<file path="src/rtl/fthr_pkg.sv">
// Package: shared constants for the FIFO threshold interrupt generator.
// Assumes the status vector layout is fixed, because the register block decodes it.
package fthr_pkg;
    localparam int ST_W   = 6;
    localparam int ST_RX  = 0;
    localparam int ST_TX  = 1;
    localparam int ST_RTO = 2;
    localparam int ST_CTS = 3;
    localparam int ST_DCD = 4;
    localparam int ST_DSR = 5;

    typedef enum logic [2:0] {
        LVL_EIGHTH   = 3'd0,
        LVL_QUARTER  = 3'd1,
        LVL_HALF     = 3'd2,
        LVL_3QUARTER = 3'd3,
        LVL_7EIGHTH  = 3'd4
    } lvl_code_e;
endpackage

</file>
<file path="src/rtl/fthr_trig_decode.sv">
// Module: turns a 3-bit level code into a trigger count.
// Assumes DEPTH is a multiple of 8. When FIFOs are disabled, DIS_TRIG is forced.
module fthr_trig_decode #(
    parameter int DEPTH    = 32,
    parameter int CW       = $clog2(DEPTH + 1),
    parameter int DIS_TRIG = 1
) (
    input  logic          fifo_en,
    input  logic [2:0]    code,
    output logic [CW-1:0] trig
);
    import fthr_pkg::*;

    localparam logic [CW-1:0] T_EIGHTH = CW'(DEPTH / 8);
    localparam logic [CW-1:0] T_QUART  = CW'(DEPTH / 4);
    localparam logic [CW-1:0] T_HALF   = CW'(DEPTH / 2);
    localparam logic [CW-1:0] T_3Q     = CW'((3 * DEPTH) / 4);
    localparam logic [CW-1:0] T_7E     = CW'((7 * DEPTH) / 8);
    localparam logic [CW-1:0] T_DIS    = CW'(DIS_TRIG);

    // Select the trigger; unused codes fall back to half depth.
    always_comb begin
        if (!fifo_en) begin
            trig = T_DIS;
        end else begin
            case (code)
                LVL_EIGHTH:   trig = T_EIGHTH;
                LVL_QUARTER:  trig = T_QUART;
                LVL_HALF:     trig = T_HALF;
                LVL_3QUARTER: trig = T_3Q;
                LVL_7EIGHTH:  trig = T_7E;
                default:      trig = T_HALF;
            endcase
        end
    end
endmodule

</file>
<file path="src/rtl/fthr_thr_watch.sv">
// Module: watches one FIFO level for a threshold crossing and keeps its status bit.
// RISING=1: sets on an upward crossing and clears when a strobe leaves the level below trig.
// RISING=0: sets on a downward crossing and clears when a strobe leaves the level above trig.
// Assumes cnt is the level after this cycle's operation. A set beats any clear.
module fthr_thr_watch #(
    parameter int CW     = 6,
    parameter bit RISING = 1'b1
) (
    input  logic          clk,
    input  logic          rst_n,
    input  logic [CW-1:0] cnt,
    input  logic [CW-1:0] trig,
    input  logic          strobe,
    input  logic          sw_clr,
    output logic [CW-1:0] cnt_q,
    output logic          irq
);
    logic set_ev;
    logic hw_clr;

    generate
        if (RISING) begin : g_rise
            // Detect a fill past the trigger and a drain below it.
            always_comb begin
                set_ev = (cnt_q < trig) && (cnt >= trig);
                hw_clr = strobe && (cnt < trig);
            end


            rx_set_chk: assert property (@(posedge clk) disable iff (!rst_n)
                (cnt_q < trig) && (cnt >= trig) |=> irq);

            rx_clr_chk: assert property (@(posedge clk) disable iff (!rst_n)
                strobe && (cnt < trig) |=> !irq);
        end else begin : g_fall
            // Detect a drain to the trigger and a refill above it.
            always_comb begin
                set_ev = (cnt_q > trig) && (cnt <= trig);
                hw_clr = strobe && (cnt > trig);
            end


            tx_set_chk: assert property (@(posedge clk) disable iff (!rst_n)
                (cnt_q > trig) && (cnt <= trig) |=> irq);

            tx_clr_chk: assert property (@(posedge clk) disable iff (!rst_n)
                strobe && (cnt > trig) |=> !irq);
        end
    endgenerate

    // Keep the previous level and the edge-set, level-cleared status bit.
    always_ff @(posedge clk) begin
        if (!rst_n) begin
            cnt_q <= '0;
            irq   <= 1'b0;
        end else begin
            cnt_q <= cnt;
            irq   <= set_ev | (irq & ~hw_clr & ~sw_clr);
        end
    end
endmodule

</file>
<file path="src/rtl/fthr_link_watch.sv">
// Module: latches the three modem-change bits on any change of the link state.
// Assumes link_up is synchronous to clk. Reset samples the link so that no change appears at start-up.
module fthr_link_watch #(
    parameter int NCHG = 3
) (
    input  logic            clk,
    input  logic            rst_n,
    input  logic            link_up,
    input  logic [NCHG-1:0] sw_clr,
    output logic [NCHG-1:0] chg
);
    logic link_q;
    logic toggled;

    // Flag a change of link state in either direction.
    always_comb toggled = link_up ^ link_q;

    // Track the link and hold the change bits until they are cleared.
    always_ff @(posedge clk) begin
        if (!rst_n) begin
            link_q <= link_up;
            chg    <= '0;
        end else begin
            link_q <= link_up;
            chg    <= {NCHG{toggled}} | (chg & ~sw_clr);
        end
    end


    link_chg_chk: assert property (@(posedge clk) disable iff (!rst_n)
        !$stable(link_up) |=> (chg == {NCHG{1'b1}}));
endmodule

</file>
<file path="src/rtl/fifo_thresh_irq.sv">
// Module: top of the FIFO threshold interrupt generator.
// Builds the raw status vector from the two FIFO levels, the trigger codes and the link state.
// Assumes the FIFO storage flushes both FIFOs when fifo_en falls.
module fifo_thresh_irq #(
    parameter int DEPTH = 32,
    parameter int CW    = $clog2(DEPTH + 1)
) (
    input  logic          clk,
    input  logic          rst_n,
    input  logic          fifo_en,
    input  logic [2:0]    rx_level_sel,
    input  logic [2:0]    tx_level_sel,
    input  logic [CW-1:0] rx_count,
    input  logic [CW-1:0] tx_count,
    input  logic          rx_pop,
    input  logic          tx_push,
    input  logic          link_up,
    input  logic [5:0]    status_clr,
    output logic [5:0]    status,
    output logic          tx_replace
);
    import fthr_pkg::*;

    localparam logic [CW-1:0] FULL_ON  = CW'(DEPTH);
    localparam logic [CW-1:0] FULL_OFF = CW'(1);

    logic [CW-1:0] rx_trig;
    logic [CW-1:0] tx_trig;
    logic [CW-1:0] rx_prev;
    logic [CW-1:0] tx_prev;
    logic [CW-1:0] full_lvl;
    logic          rx_irq;
    logic          tx_irq;
    logic          rto_q;
    logic [2:0]    modem_chg;

    fthr_trig_decode #(.DEPTH(DEPTH), .CW(CW), .DIS_TRIG(1)) i_rx_dec (
        .fifo_en (fifo_en),
        .code    (rx_level_sel),
        .trig    (rx_trig)
    );

    fthr_trig_decode #(.DEPTH(DEPTH), .CW(CW), .DIS_TRIG(0)) i_tx_dec (
        .fifo_en (fifo_en),
        .code    (tx_level_sel),
        .trig    (tx_trig)
    );

    fthr_thr_watch #(.CW(CW), .RISING(1'b1)) i_rx_watch (
        .clk    (clk),
        .rst_n  (rst_n),
        .cnt    (rx_count),
        .trig   (rx_trig),
        .strobe (rx_pop),
        .sw_clr (status_clr[ST_RX]),
        .cnt_q  (rx_prev),
        .irq    (rx_irq)
    );

    fthr_thr_watch #(.CW(CW), .RISING(1'b0)) i_tx_watch (
        .clk    (clk),
        .rst_n  (rst_n),
        .cnt    (tx_count),
        .trig   (tx_trig),
        .strobe (tx_push),
        .sw_clr (status_clr[ST_TX]),
        .cnt_q  (tx_prev),
        .irq    (tx_irq)
    );

    fthr_link_watch #(.NCHG(3)) i_link (
        .clk     (clk),
        .rst_n   (rst_n),
        .link_up (link_up),
        .sw_clr  (status_clr[ST_DSR:ST_CTS]),
        .chg     (modem_chg)
    );

    // Receive timeout follows receive occupancy and ignores software clears.
    always_ff @(posedge clk) begin
        if (!rst_n) rto_q <= 1'b0;
        else        rto_q <= (rx_count != '0);
    end

    // Effective depth, and the overwrite indication for a push into a full FIFO.
    always_comb begin
        full_lvl   = fifo_en ? FULL_ON : FULL_OFF;
        tx_replace = tx_push && (tx_prev >= full_lvl);
    end

    // Pack the status vector in the layout that the register block decodes.
    always_comb begin
        status                  = '0;
        status[ST_RX]           = rx_irq;
        status[ST_TX]           = tx_irq;
        status[ST_RTO]          = rto_q;
        status[ST_DSR:ST_CTS]   = modem_chg;
    end


    rto_follow_chk: assert property (@(posedge clk) disable iff (!rst_n)
        1'b1 |=> (status[ST_RTO] == $past(rx_count != '0)));


    reset_clear_chk: assert property (@(posedge clk)
        !rst_n |=> (status == '0));
endmodule

</file>
<file path="config.mk">
export PLATFORM = sky130hd
export DESIGN_NAME = fifo_thresh_irq
export DESIGN_NICKNAME = d
export VERILOG_FILES = /design/src/rtl/fthr_pkg.sv /design/src/rtl/fthr_trig_decode.sv /design/src/rtl/fthr_thr_watch.sv /design/src/rtl/fthr_link_watch.sv /design/src/rtl/fifo_thresh_irq.sv
export SDC_FILE = /design/constraint.sdc
export NUM_CORES = 1
export LEC_CHECK = 0
export ABC_AREA = 1
export CAP_MARGIN = 20
export CORE_MARGIN = 5
export CORE_UTILIZATION = 49
export DETAILED_ROUTE_END_ITERATION = 12
export GPL_ROUTABILITY_DRIVEN = 1
export PLACE_DENSITY = 0.8
export SLEW_MARGIN = 15
export SYNTH_ARGS = -nofsm -noshare
export SYNTH_HDL_FRONTEND = slang
export SYNTH_HIERARCHICAL = 1
export SYNTH_SLANG_ARGS = --single-unit
</file>
<file path="constraint.sdc">
create_clock -name clk -period 1.3 [get_ports clk]
set_input_delay 0.13 -clock clk [delete_from_list [all_inputs] [get_ports clk]]
set_output_delay 0.13 -clock clk [all_outputs]
set_load 0.005 [all_outputs]
</file>
==> run summary, run 1 <==
Nature of the critical path endpoint -> output pin
Placement row count -> 19
Ys Warns -> 6
Clock Latency Late Sink -> 0.30 ns
Final setup viols -> 1
Hold Path Cell Cnt -> 1
Fmax -> 0.686 GHz
Pins over their slew limit -> 0
Reg2Reg Setup Slack -> 0.05 ns
Fill count -> 231
RR Endpoint -> i_tx_watch/irq
Final period utilization -> 112%
Final clock skew -> 0.00275 ns
CTS Buffer Depth -> 2
H-tree depth -> 1
Final min period -> 1.46 ns
Clk slew on worst S/H paths -> 0.11 ns
Setup TNS -> -0.157 ns
Initial antenna violation count -> 0
Post-CTS Setup Bufs -> 0
GRT Util Overall -> 14.1%
Seq cells post-synth -> 19
PD cells -> 720 nW/um^2
Post-synthesis cell area -> 1450 um^2
Final Hold Viols -> 0
Critical path's largest stage delay -> 0.35 ns
CTS tree -> yes
Final WL -> 2970 um
Cell variety after synth -> 15
Area growth from synthesis to layout -> 35.4%
Crit-path slowest cell -> dfxtp_2
Share of cells above drive strength 1 -> 15.9%
Antenna-violating nets left -> 0
I/O pins -> 37
Synthesized instance count -> 226
Commonest cells after routing, fill and taps aside -> 62 x inv_1, 59 x nand2_1, 22 x ha_1, 22 x clkdlybuf4s50_1, 19 x nor2_1
Diodes inserted -> 0
Failing checks -> negative setup slack
Starting Density -> 51.8%
Status -> finished, violations left
Detailed-route DRC error count -> 0
Vias after detailed routing -> 1342
Chip height -> 64.4 um
Clock root buffer master -> clkbuf_4
Crit Reg-Reg Startpoint -> i_tx_watch/cnt_q[4]
Sequential fraction of the synthesis area -> 26.2%
Final worst slack -> -0.157 ns
Post-synthesis average cell area -> 6.43 um^2
Drt wl/cell -> 9.87 um
Commonest non-fill, non-tap cell in the layout -> inv_1
DR iter-0 viols -> 20
WP data arrival -> 1.33 ns
Hold EP -> i_link/link_q
Max VDD drop -> 0.000619 V
Chip Width -> 64.4 um
Drt pass-1 iters -> 4
Hold slack -> 0.327 ns
Worst Path Required -> 1.17 ns
Reg area -> 388 um^2
RSZ-0062 raised after global routing -> true
Setup WS pre-CTS -> -0.614 ns
Port buffer count -> 35
CTS buffer count -> 3
Fin nets -> 326
Hold wc startpoint -> link_up
Max-Cap Viols -> 0
Pleak -> 1.18 nW
Largest net degree at the start of global routing -> 12
First-pass GRT wire length -> 4760 um
Core area -> 2810 um^2
Routability cong. -> 0.882
R2r worst-path depth -> 7
Die area -> 4150 um^2
CP Class -> reg2out
Crit-path max FO -> 2
Multi-input gate area -> 860 um^2
Worst min-delay path class -> in2reg
Vias in the first global route -> 1204
Vias per cell -> 4.46
Post-DP HPWL -> 2340 um
Total clock sinks -> 19
Startpoint types -> flop
Cell breakdown of the critical path -> inv_2 -> ha_4 -> nor2_4 -> nand3_2 -> nand2_2 -> a21oi_2 -> buf_2
GRT overflow -> 0
==> repair_timing <==
action,in CTS,in global routing
pin swaps,12,10
hold buffers,0,0
hold endpoints to repair,0,0
gates resized for setup,20,23
endpoints found under the setup margin,3,9
==> worst max-delay path by stage <==
| stage | from | end | slack (ns) | cells after the start |
|---|---|---|---|---|
| 5_1_grt | i_tx_watch/cnt_q[0] | tx_replace | -0.25 | 8 |
| 6_report | i_tx_watch/cnt_q[0] | tx_replace | -0.16 | 7 |
| 3_3_place_gp | fifo_en | i_rx_watch/irq | -0.59 | 13 |
| 3_5_place_dp | fifo_en | i_rx_watch/irq | -0.61 | 13 |
| 4_1_cts | i_tx_watch/cnt_q[0] | tx_replace | -0.16 | 7 |
| 2_1_floorplan | rx_level_sel[0] | i_rx_watch/irq | 0.12 | 11 |
==> flip-flops by register name (all words and copies together) (netlist names) <==
name and count:
i_rx_watch/cnt_q 6, i_tx_watch/cnt_q 6, i_link/chg 3, i_link/link_q 1, i_rx_watch/irq 1, i_tx_watch/irq 1
rto_q 1
==> cell usage after synthesis <==
cell type  instances  area (um^2)
dfxtp_1           19          380
ha_1              25          313
a21oi_2            2         17.5
inv_1             64          240
nor3_1             2         10.0
a21oi_1           10         50.1
nand3_1            7         35.0
nand2_1           60          225
buf_4              8         60.1
o21ai_0            2         10.0
nor2_1            21         78.8
nand4_1            1         6.26
nor2_2             2         12.5
nand2_2            1         6.26
conb_1             2         7.51
==> kinds of logic (layout without fill, tap and decap cells) <==
logic type	count (synthesis)	after routing	synth area share (%)
adders and majority gates	25	25	21.5
DFF	19	19	26.2
buffers and inverters	72	113	20.7
and+or+nand+nor	94	94	25.8
other	2	5	0.517
AOI/OAI and AO/OA	14	14	5.34
==> per-layer routing <==
| metal | wire [um] | up-vias | global-route usage [%] |
|---|---|---|---|
| met5 | 0 | - | 0 |
| met3 | 125 | 6 | 3.11 |
| li1 | - | 742 | - |
| met1 | 1220 | 572 | 16.8 |
| met4 | 42 | 0 | 3.96 |
| met2 | 1580 | 22 | 25.3 |
==> final cells by class <==
type / instances / share of cell area (%)
Multi-Input combinational cell: 138 / 43.7
Timing Repair Buffer: 45 / 21.0
Sequential cell: 19 / 19.7
Inverter: 64 / 12.2
Tap cell: 31 / 1.97
Clock buffer: 3 / 1.15
Clock inverter: 1 / 0.254
==> power by group <==
group,leakage [nW],internal [mW],switching (mW)
Combinational,0.998,0.239,0.235
Clock,0.0177,0.115,0.187
Sequential,0.160,0.623,0.0175
==> per-stage QoR <==
step / std cells / cell area (um^2) / total power, mW / util, %
final: 301 / 1970 / 1.42 / 70.1
after global routing: 301 / 1970 / 1.52 / 70.1
after CTS: 301 / 1930 / 1.41 / 68.8
after detailed placement: 297 / 1870 / 1.10 / 66.6
after global placement: 297 / 1870 / 1.08 / 66.6
after floorplan: 229 / 1460 / 0.903 / -
==> worst max-delay path: cells and delay by family (launching register included) <==
kind	cells	cell delay, ns
adders and majority gates	1	0.26
AOI/OAI and AO/OA	1	0.12
DFF	1	0.35
and+or+nand+nor	3	0.15
buffers and inverters	2	0.17
Note: power is estimated with default switching activity, not from simulation.
==> run 2, diff against run 1 <==
--- a/config.mk
+++ b/config.mk
@@ -9,9 +9,11 @@
 export CAP_MARGIN = 20
 export CORE_MARGIN = 5
 export CORE_UTILIZATION = 49
+export CTS_CLUSTER_SIZE = 20
 export DETAILED_ROUTE_END_ITERATION = 12
 export GPL_ROUTABILITY_DRIVEN = 1
 export PLACE_DENSITY = 0.8
+export REMOVE_ABC_BUFFERS = 1
 export SLEW_MARGIN = 15
 export SYNTH_ARGS = -nofsm -noshare
 export SYNTH_HDL_FRONTEND = slang
==> run 2 against run 1 <==
  * Fmax is 0.47% lower
  * Setup slack worse by 0.0068 ns
  * Cell count is 2.3% higher
  * Power is 0.76% higher
  * The flow still finishes with violations (negative setup slack)
  * Critical endpoint unchanged
  * Sequential share of layout area is 0.51 points lower
  * Critical path depth stayed put
  * Global-route usage is 0.57 points higher
  * Sequential power hardly changed
  * Via count is 2.4% higher
  * Largest power group unchanged
  * Core utilization is 1.9 points higher
==> run summary, run 2 (synthesized netlist as in run 1, its figures left out) <==
Status -> finished, violations left (unchanged)
Failing checks -> negative setup slack (unchanged)
GRT overflow -> 0 (unchanged)
Final clock skew -> 0.00562 ns (was 0.00275 ns)
I/O pins -> 37 (unchanged)
Commonest cells after routing, fill and taps aside -> 62 x inv_1, 58 x nand2_1, 23 x clkdlybuf4s50_1 (was 62 x inv_1, 59 x nand2_1, 22 x ha_1, 22 x clkdlybuf4s50_1, 19 x nor2_1)
Setup WS pre-CTS -> -0.616 ns (was -0.614 ns)
CTS tree -> yes (unchanged)
Pleak -> 1.20 nW (was 1.18 nW)
Nature of the critical path endpoint -> output pin (unchanged)
Core area -> 2810 um^2 (unchanged)
Reg2Reg Setup Slack -> 0.10 ns (was 0.05 ns)
Worst Path Required -> 1.17 ns (about the same)
Gr busiest metal -> met2 (unchanged)
Initial antenna violation count -> 0 (unchanged)
Clk slew on worst S/H paths -> 0.11 ns (about the same)
Cell breakdown of the critical path -> inv_2 -> ha_4 -> nor2_1 -> nand3_1 -> nand2_1 -> a21oi_2 -> buf_2 (was inv_2 -> ha_4 -> nor2_4 -> nand3_2 -> nand2_2 -> a21oi_2 -> buf_2)
Fill count -> 238 (was 231)
Biggest regs -> i_rx_watch/cnt_q x6, i_tx_watch/cnt_q x6, i_link/chg x3 (unchanged)
Final Hold Viols -> 0 (unchanged)
Placed instance area -> 1910 um^2 (was 1870 um^2)
Sequential Power Share -> 44.9% (was 45.2%)
Commonest non-fill, non-tap cell in the layout -> inv_1 (unchanged)
Placement row count -> 19 (unchanged)
Area growth from synthesis to layout -> 39.0% (was 35.4%)
P_sw -> 0.434 mW (was 0.439 mW)
Port buffer count -> 35 (unchanged)
Vias per cell -> 4.46 (about the same)
Drt wl/cell -> 9.78 um (was 9.87 um)
Share of cells above drive strength 1 -> 17.7% (was 15.9%)
PD cells -> 706 nW/um^2 (was 720 nW/um^2)
Met1 Use GR -> 15.9% (was 16.8%)
Max VDD drop -> 0.000496 V (was 0.000619 V)
Vias in the first global route -> 1299 (was 1204)
Startpoint types -> flop (unchanged)
Crit-path max FO -> 2 (unchanged)
CP Class -> reg2out (unchanged)
Hold buffers post-CTS -> 0 (unchanged)
P_int -> 0.992 mW (was 0.976 mW)
Final period utilization -> 113% (was 112%)
Diodes inserted -> 0 (unchanged)
Final worst slack -> -0.164 ns (was -0.157 ns)
Clock root buffer master -> clkbuf_4 (unchanged)
Clock network fraction of total power -> 20.9% (was 21.3%)
Detailed-route DRC error count -> 0 (unchanged)
H-tree depth -> 1 (unchanged)
Finished Cell Area -> 2020 um^2 (was 1970 um^2)
Gate power share -> 34.2% (was 33.5%)
Fmax -> 0.683 GHz (was 0.686 GHz)
Final min period -> 1.46 ns (about the same)
GRT Util Overall -> 14.6% (was 14.1%)
Max-Cap Viols -> 0 (unchanged)
Post-DP HPWL -> 2520 um (was 2340 um)
Vias after detailed routing -> 1374 (was 1342)
Critical path's largest stage delay -> 0.35 ns (about the same)
Final WL -> 3010 um (was 2970 um)
Antenna-violating nets left -> 0 (unchanged)
Final setup viols -> 1 (unchanged)
Pins over their slew limit -> 0 (unchanged)
Drt pass-1 iters -> 4 (unchanged)
Met3 usage -> 3.45% (was 3.11%)
CTS buffer count -> 3 (unchanged)
Worst min-delay path class -> in2reg (unchanged)
Crit-path slowest cell -> dfxtp_2 (unchanged)
RSZ-0062 raised after global routing -> true (unchanged)
WP data arrival -> 1.33 ns (about the same)
Clock Latency Late Sink -> 0.29 ns (was 0.30 ns)
Largest net degree at the start of global routing -> 12 (unchanged)
Starting Density -> 51.8% (unchanged)
Fin nets -> 333 (was 326)
CTS Buffer Depth -> 2 (unchanged)
Routability cong. -> 0.787 (was 0.882)
Total clock sinks -> 19 (unchanged)
Setup TNS -> -0.164 ns (was -0.157 ns)
Chip Width -> 64.4 um (unchanged)
DR iter-0 viols -> 28 (was 20)
Chip height -> 64.4 um (unchanged)
Die area -> 4150 um^2 (unchanged)
Switching share of total power -> 30.5% (was 31.0%)
First-pass GRT wire length -> 4950 um (was 4760 um)
GR Util met2 -> 28.2% (was 25.3%)
## run 2: cell count changes in the layout (fill, tap and decap cells not counted), moves of 2 or more
cell,before,now
a21oi_2,5,3
ha_4,3,5
ha_1,22,20
buf_4,10,16
a21oi_1,7,9
## run 2: what timing repair did
item	in CTS	in global routing
pin swaps	13	14
endpoints found under the setup margin	3	8
resized for setup	16	27
buffers inserted	0	2
## run 2: critical path, delay by kind of cell (launching register included)
kind / cells / cell delay [ns]
compound gates: 1 / 0.12
flops: 1 / 0.35
fa+ha+maj: 1 / 0.24
buf+inv: 2 / 0.17
simple gates: 3 / 0.17
## run 2: per-layer routing
layer / vias to the layer above / part of all wire (%)
li1: 756 / -
met1: 593 / 43
met2: 23 / 52
met3: 2 / 4.3
met4: 0 / 0.56
met5: - / 0
## run 2: stage by stage
step | util, % | cells | hold slack (ns) | total power [mW]
finish | 72.0 | 308 | 0.336 | 1.43
global route | 72.0 | 308 | 0.338 | 1.54
CTS | 69.1 | 306 | 0.335 | 1.40
detailed placement | 67.9 | 302 | 0.459 | 1.11
global placement | 67.9 | 302 | 0.453 | 1.10
floorplan | - | 221 | 0.158 | 0.881
## run 2: path summary, 6_finish.rpt
kind                                           from              to  cells past startpoint
worst min-delay path                        link_up   i_link/link_q                      1
worst min register to register        i_link/chg[1]   i_link/chg[1]                      2
worst max-delay path            i_tx_watch/cnt_q[0]      tx_replace                      7
worst max register to register  i_tx_watch/cnt_q[3]  i_tx_watch/irq                      6
## run 2: power groups by stage
stage                     registers [mW]  clock network (mW)  logic, mW
after floorplan                    0.648                   0      0.233
after global placement             0.649                   0      0.447
after detailed placement           0.650                   0      0.459
after CTS                          0.637               0.308      0.460
after global routing               0.645               0.340      0.555
final                              0.641               0.298      0.488
## run 2: cell type report
cell class	instances	area (um^2)	area share (%)
Multi-Input combinational cell	138	862	42.7
Timing Repair Buffer	52	463	22.9
Sequential cell	19	388	19.2
Inverter	64	240	11.9
Tap cell	31	38.8	1.92
Clock buffer	3	22.5	1.12
Clock inverter	1	5.00	0.248
==> run 3, diff against run 2 <==
--- a/config.mk
+++ b/config.mk
@@ -6,7 +6,6 @@
 export NUM_CORES = 1
 export LEC_CHECK = 0
 export ABC_AREA = 1
-export CAP_MARGIN = 20
 export CORE_MARGIN = 5
 export CORE_UTILIZATION = 49
 export CTS_CLUSTER_SIZE = 20
==> results of run 3 <==
Same layout as run 2: the final DEF is identical, and so are final timing and power.
